==> src/rtl/fault_remap_pkg.sv <==
package fault_remap_pkg;
  localparam int DEF_CH_W   = 1;
  localparam int DEF_RANK_W = 2;
  localparam int DEF_COL_W  = 8;
  localparam int DEF_BANK_W = 3;
  localparam int DEF_ROW_W  = 8;
  localparam int DEF_SLOT_W = 4;
  localparam int DEF_DEV_W  = 5;
  localparam int DEF_SET_W  = 8;
endpackage

==> src/rtl/fault_table.sv <==
module fault_table #(
  parameter int DIMM_W = 3,
  parameter int MAP_W  = 8
) (
  input  logic              clk,
  input  logic              rst_n,
  input  logic              wr_en,
  input  logic [DIMM_W-1:0] wr_dimm,
  input  logic [MAP_W-1:0]  wr_map,
  input  logic [DIMM_W-1:0] rd_dimm,
  output logic [MAP_W-1:0]  rd_map
);
  localparam int ENTRIES = 2 ** DIMM_W;

  logic [MAP_W-1:0] ent_q [ENTRIES];

  for (genvar e = 0; e < ENTRIES; e++) begin : g_ent
    logic             ld;
    logic [MAP_W-1:0] ent_d;

    always_comb begin
      ld    = wr_en && (wr_dimm == DIMM_W'(e));
      ent_d = ld ? wr_map : ent_q[e];
    end

    always_ff @(posedge clk or negedge rst_n) begin
      if (!rst_n) ent_q[e] <= '0;
      else        ent_q[e] <= ent_d;
    end
  end

  assign rd_map = ent_q[rd_dimm];
endmodule

==> src/rtl/remap_calc.sv <==
module remap_calc #(
  parameter int CH_W   = 1,
  parameter int RANK_W = 2,
  parameter int COL_W  = 8,
  parameter int BANK_W = 3,
  parameter int ROW_W  = 8,
  parameter int SLOT_W = 4,
  parameter int DEV_W  = 5,
  parameter int SET_W  = 8,
  localparam int HI_W  = COL_W - SLOT_W,
  localparam int TAG_W = CH_W + RANK_W + DEV_W + ROW_W + BANK_W + HI_W
) (
  input  logic [CH_W-1:0]   ch,
  input  logic [RANK_W-1:0] rank,
  input  logic [COL_W-1:0]  col,
  input  logic [BANK_W-1:0] bank,
  input  logic [ROW_W-1:0]  row,
  input  logic [DEV_W-1:0]  dev,
  output logic [SET_W-1:0]  set_idx,
  output logic [TAG_W-1:0]  tag,
  output logic [SLOT_W-1:0] slot
);
  localparam int DEV_SHIFT = (SET_W > DEV_W) ? SET_W - DEV_W : 0;

  logic [HI_W-1:0]  col_hi;
  logic [SET_W-1:0] term_bc, term_row, term_dev;

  always_comb begin
    col_hi   = col[COL_W-1:SLOT_W];
    term_bc  = SET_W'({bank, col_hi});
    term_row = SET_W'(row);
    term_dev = SET_W'(dev) << DEV_SHIFT;
    set_idx  = term_bc + term_row + term_dev;
    tag      = {ch, rank, dev, row, bank, col_hi};
    slot     = col[SLOT_W-1:0];
  end
endmodule

==> src/rtl/fault_remap.sv <==
module fault_remap
  import fault_remap_pkg::*;
#(
  parameter int CH_W   = DEF_CH_W,
  parameter int RANK_W = DEF_RANK_W,
  parameter int COL_W  = DEF_COL_W,
  parameter int BANK_W = DEF_BANK_W,
  parameter int ROW_W  = DEF_ROW_W,
  parameter int SLOT_W = DEF_SLOT_W,
  parameter int DEV_W  = DEF_DEV_W,
  parameter int SET_W  = DEF_SET_W,
  localparam int DIMM_W   = CH_W + RANK_W,
  localparam int MAP_W    = 2 ** BANK_W,
  localparam int COL_LSB  = CH_W,
  localparam int RANK_LSB = COL_LSB + COL_W,
  localparam int BANK_LSB = RANK_LSB + RANK_W,
  localparam int ROW_LSB  = BANK_LSB + BANK_W,
  localparam int ADDR_W   = ROW_LSB + ROW_W,
  localparam int TAG_W    = DIMM_W + DEV_W + ROW_W + BANK_W + COL_W - SLOT_W
) (
  input  logic              clk,
  input  logic              rst_n,
  input  logic              wr_en,
  input  logic [DIMM_W-1:0] wr_dimm,
  input  logic [MAP_W-1:0]  wr_map,
  input  logic              req_valid,
  input  logic [ADDR_W-1:0] req_line,
  input  logic [DEV_W-1:0]  req_dev,
  output logic              rsp_valid,
  output logic              rsp_hit,
  output logic [SET_W-1:0]  rsp_set,
  output logic [TAG_W-1:0]  rsp_tag,
  output logic [SLOT_W-1:0] rsp_slot
);
  logic [CH_W-1:0]   f_ch;
  logic [COL_W-1:0]  f_col;
  logic [RANK_W-1:0] f_rank;
  logic [BANK_W-1:0] f_bank;
  logic [ROW_W-1:0]  f_row;
  logic [MAP_W-1:0]  bank_map;
  logic [SET_W-1:0]  c_set;
  logic [TAG_W-1:0]  c_tag;
  logic [SLOT_W-1:0] c_slot;

  assign f_ch   = req_line[0 +: CH_W];
  assign f_col  = req_line[COL_LSB +: COL_W];
  assign f_rank = req_line[RANK_LSB +: RANK_W];
  assign f_bank = req_line[BANK_LSB +: BANK_W];
  assign f_row  = req_line[ROW_LSB +: ROW_W];

  fault_table #(.DIMM_W(DIMM_W), .MAP_W(MAP_W)) u_table (
    .clk     (clk),
    .rst_n   (rst_n),
    .wr_en   (wr_en),
    .wr_dimm (wr_dimm),
    .wr_map  (wr_map),
    .rd_dimm ({f_ch, f_rank}),
    .rd_map  (bank_map)
  );

  remap_calc #(
    .CH_W(CH_W), .RANK_W(RANK_W), .COL_W(COL_W), .BANK_W(BANK_W),
    .ROW_W(ROW_W), .SLOT_W(SLOT_W), .DEV_W(DEV_W), .SET_W(SET_W)
  ) u_calc (
    .ch      (f_ch),
    .rank    (f_rank),
    .col     (f_col),
    .bank    (f_bank),
    .row     (f_row),
    .dev     (req_dev),
    .set_idx (c_set),
    .tag     (c_tag),
    .slot    (c_slot)
  );

  // next state
  logic              hit_d;
  logic [SET_W-1:0]  set_d;
  logic [TAG_W-1:0]  tag_d;
  logic [SLOT_W-1:0] slot_d;

  always_comb begin
    hit_d  = req_valid && bank_map[f_bank];
    set_d  = hit_d ? c_set  : '0;
    tag_d  = hit_d ? c_tag  : '0;
    slot_d = hit_d ? c_slot : '0;
  end

  // registers; payload loads only with a request
  always_ff @(posedge clk or negedge rst_n) begin
    if (!rst_n) begin
      rsp_valid <= 1'b0;
      rsp_hit   <= 1'b0;
    end else begin
      rsp_valid <= req_valid;
      rsp_hit   <= hit_d;
    end
  end

  always_ff @(posedge clk or negedge rst_n) begin
    if (!rst_n) begin
      rsp_set  <= '0;
      rsp_tag  <= '0;
      rsp_slot <= '0;
    end else if (req_valid) begin
      rsp_set  <= set_d;
      rsp_tag  <= tag_d;
      rsp_slot <= slot_d;
    end
  end
endmodule

==> config.mk <==
export PLATFORM = sky130hd
export DESIGN_NAME = fault_remap
export DESIGN_NICKNAME = d
export VERILOG_FILES = /design/src/rtl/fault_remap_pkg.sv /design/src/rtl/fault_table.sv /design/src/rtl/remap_calc.sv /design/src/rtl/fault_remap.sv
export SDC_FILE = /design/constraint.sdc
export NUM_CORES = 1
export LEC_CHECK = 0
export CORE_MARGIN = 2
export CORE_UTILIZATION = 50
export CTS_CLUSTER_SIZE = 20
export DETAILED_ROUTE_END_ITERATION = 12
export GPL_ROUTABILITY_DRIVEN = 1
export GPL_TIMING_DRIVEN = 1
export HOLD_SLACK_MARGIN = 0.06
export PLACE_DENSITY_LB_ADDON = 0.25
export SETUP_SLACK_MARGIN = 0.2
export SYNTH_ARGS = -nofsm -noshare
export SYNTH_HDL_FRONTEND = slang
export SYNTH_HIERARCHICAL = 1
export SYNTH_SLANG_ARGS = --single-unit
==> constraint.sdc <==
create_clock -name clk -period 2.9 [get_ports clk]
set_clock_uncertainty 0.05 [all_clocks]
set_input_delay 0.725 -clock clk [delete_from_list [all_inputs] [get_ports clk]]
set_output_delay 0.725 -clock clk [all_outputs]
set_load 0.01 [all_outputs]
==> flow_summary.yaml <==
status:
  status: "complete, no violations"
clock_network:
  cts_tree: "built"
  htree_levels: 3
  cts_sinks: 101
  clock-root-buffer: "clkbuf_8"
  tritoncts.num_buffers: 9
  clk_latency_ns: 0.36
  clk_pin_slew_worst_paths_ns: 0.10
  clockBufferDepth: 2
layout:
  final_layout_size_suffix_gt1_share_pct: 34.2
  final_common_cell: "dfrtp_1"
  num-nets-final: 460
  fillers: 717
  layout_common_cells: "101 x dfrtp_1, 72 x clkdlybuf4s50_1, 72 x mux2_2"
  area_delta_synth_final_pct: 24.6
  num_antenna_cells: 0
  post-route-util_pct: 64.2
  stdcell_area_mm2: 0.00627
sta:
  drv_slew: 0
  period_needed_ns: 2.67
  slew_headroom_pct: 62.6
  hold_viol: 0
  rsz0062_at_grt: "yes"
  period_share_pct: 92.2
  timing.fmax_ghz: 0.374
  setup_viol: 0
  worst_pin_slew_ns: 0.561
route:
  wirelength_um: 10800
  dr_total_vias: 3132
  drt-vias-per-instance: 5.78
  drc: 0
  wire_per_inst_um: 20.0
  drtIter0Drc: 123
  drt-pass1-iter-count: 4
  postRouteAntennaNets: 0
yosys:
  ys_warn_count: 6
  ys_seq_area_share_pct: 50.2
  synthArstFlopShare_pct: 100
  synth_top_area_share_pct: 50.2
  syn_nets: 389
  yosys_most_used_dff: "dfrtp_1"
  synth_cell_type_count: 35
  ys_ff_latch: 101
  avgSynthCellArea_um2: 15.1
  synthTopCellsByArea: "dfrtp_1 50%, mux2_2 16%, mux4_1 7.8%"
  netlist_area_mm2: 0.00503
  synthCells: 333
  synth_edf_count: 0
  synth_top_cell_by_area: "dfrtp_1"
die:
  fp.coreArea_mm2: 0.00977
  dieArea_mm2: 0.0109
  die_h_um: 104
  io_pins: 79
  die_w_um: 104
  rows: 36
  start_util_pct: 51.5
hold_path:
  hold_class: "input port to asynchronous set/reset pin"
critical_path:
  slowest_stage: "clkdlybuf4s50_1"
  cp.depth: 9
  cp_slowest_stage_delay_ns: 0.45
  r2r_cells: 6
  crit_chain: "clkdlybuf4s50_1 -> ha_1 -> ha_4 -> fa_2 -> a211oi_2 -> o21bai_1 -> a21oi_2 -> xnor2_2 -> a32o_2"
  critPathMaxFanout: 3
  crit_required_ns: 3.10
  arrival_ns: 2.88
  crit_path_start_kind: "input port"
  critPathBufInv: 1
  worst-setup-path-type: "input port to register"
  cpLargestDelayFamily: "adder cells"
  cp-end-kind: "register"
power_and_ir_drop:
  power_frac_comb_pct: 27.7
  p_per_area_mw_per_mm2: 628
  p_int_w: 0.00286
  ir_drop_v: 0.000340
  switching_share_pct: 27.4
  switchingPower_w: 0.00108
  clockPowerShare_pct: 25.7
  power_w: 0.00394
  leakagePower_nw: 2.69
  p_seq_share_pct: 46.6
flow_run:
  max-cap-violations: 0
place:
  dp_hpwl_um: 7310
  gp_congestion: 0.854
  place_area_mm2: 0.00592
  io_buffers: 78
grt:
  antenna_found_initial: 0
  grt_max_degree: 43
  grt_pass1_vias: 3293
  grt_first_pass_wirelength_um: 17600
  track_usage_pct: 20.8
  grt-ovfl-total: 0
-- repair_timing --
item                       CTS  global route
setup endpoints to repair   36            35
gates resized for setup      9            11
hold buffers                 0             0
cloned                       1             0
buffers inserted             0             2
pin swaps                    4             5
-- power by group through the flow --
| stage | registers [W] | logic, W | clock network (W) |
|---|---|---|---|
| floorplan | 0.00186 | 0.000605 | 0 |
| global placement | 0.00184 | 0.00102 | 0 |
| detailed placement | 0.00186 | 0.00105 | 0 |
| CTS | 0.00183 | 0.00108 | 0.00103 |
| global route | 0.00187 | 0.00118 | 0.00110 |
| finish | 0.00183 | 0.00109 | 0.00101 |
-- per-stage QoR --
stage | instances | worst slack, ns | hold slack (ns) | setup TNS [ns]
CTS | 540 | 0.202 | 0.311 | 0
finish | 542 | 0.227 | 0.299 | 0
floorplan | 333 | 0.206 | 0.379 | 0
detailed placement | 523 | -0.398 | 0.430 | -13.79
global route | 542 | 0.137 | 0.322 | 0
global placement | 523 | -0.345 | 0.422 | -12.18
-- worst reg2reg max path, stage by stage, from the launching register on --
cell and delay, ns:
dfrtp_1 0.39, mux4_1 0.51, mux2_2 0.30, mux2i_2 0.21
a221oi_4 0.13, buf_12 0.17, a32o_1 0.25
-- layer usage --
| metal | wire, µm | global-route usage [%] | vias to the layer above |
|---|---|---|---|
| li1 | - | - | 1395 |
| met2 | 5820 | 36.7 | 72 |
| met4 | 111 | 5.50 | 0 |
| met5 | 0 | 0 | - |
| met3 | 367 | 3.01 | 11 |
| met1 | 4510 | 27.0 | 1654 |
-- path summary, 6_finish.rpt --
kind	from	end	slack, ns
worst max register to register	u_table/ent_q[32]$_DFFE_PN0P_	rsp_set[0]$_DFFE_PN0P_	0.80
worst min register to register	rsp_tag[20]$_DFFE_PN0P_	rsp_tag[20]$_DFFE_PN0P_	0.45
max in group asynchronous	rst_n	u_table/ent_q[3]$_DFFE_PN0P_	1.80
worst max-delay path	req_line[14]	rsp_set[7]$_DFFE_PN0P_	0.23
min in group clk	rsp_tag[20]$_DFFE_PN0P_	rsp_tag[20]$_DFFE_PN0P_	0.45
worst min-delay path	rst_n	rsp_valid$_DFF_PN0_	0.30
-- cell families after synthesis --
logic type | after synthesis | share of synthesized area, %
XOR/XNOR | 7 | 1.22
AO/OA/AOI/OAI | 46 | 9.00
flip-flops | 101 | 50.2
AND/OR/NAND/NOR | 17 | 2.64
buffers and inverters | 56 | 7.49
multiplexers | 92 | 25.2
adder cells (fa/ha/maj) | 14 | 4.23
-- state kept, by name, indices dropped and copies added (netlist names) --
register       count
u_table/ent_q     64
rsp_tag           23
rsp_set            8
rsp_slot           4
rsp_hit            1
rsp_valid          1
-- final cells by class --
cell class / instances / area (µm²) / area share, %
flip-flops and latches: 101 / 2530 / 40.3
multi-input cells: 176 / 2200 / 35.1
well taps: 133 / 166 / 2.65
clock buffers: 9 / 124 / 1.98
clock inverters: 7 / 104 / 1.66
repair buffers: 109 / 1120 / 17.9
inverters: 7 / 26.3 / 0.419
-- cell usage after synthesis, types with 2 or more instances --
cell and n:
nand4b_1 3, and2_1 2, ha_1 9, inv_1 6
buf_6 5, a32o_1 35, clkbuf_1 6, nand2_1 2
nor2_1 2, fa_1 5, mux2_2 72, buf_2 9
dfrtp_1 101, nor2b_1 3, mux2i_1 4, mux4_1 15
buf_4 27, nor4bb_1 3, xnor2_1 6, a21oi_1 3
No activity file was read; power rests on OpenSTA's default activity.
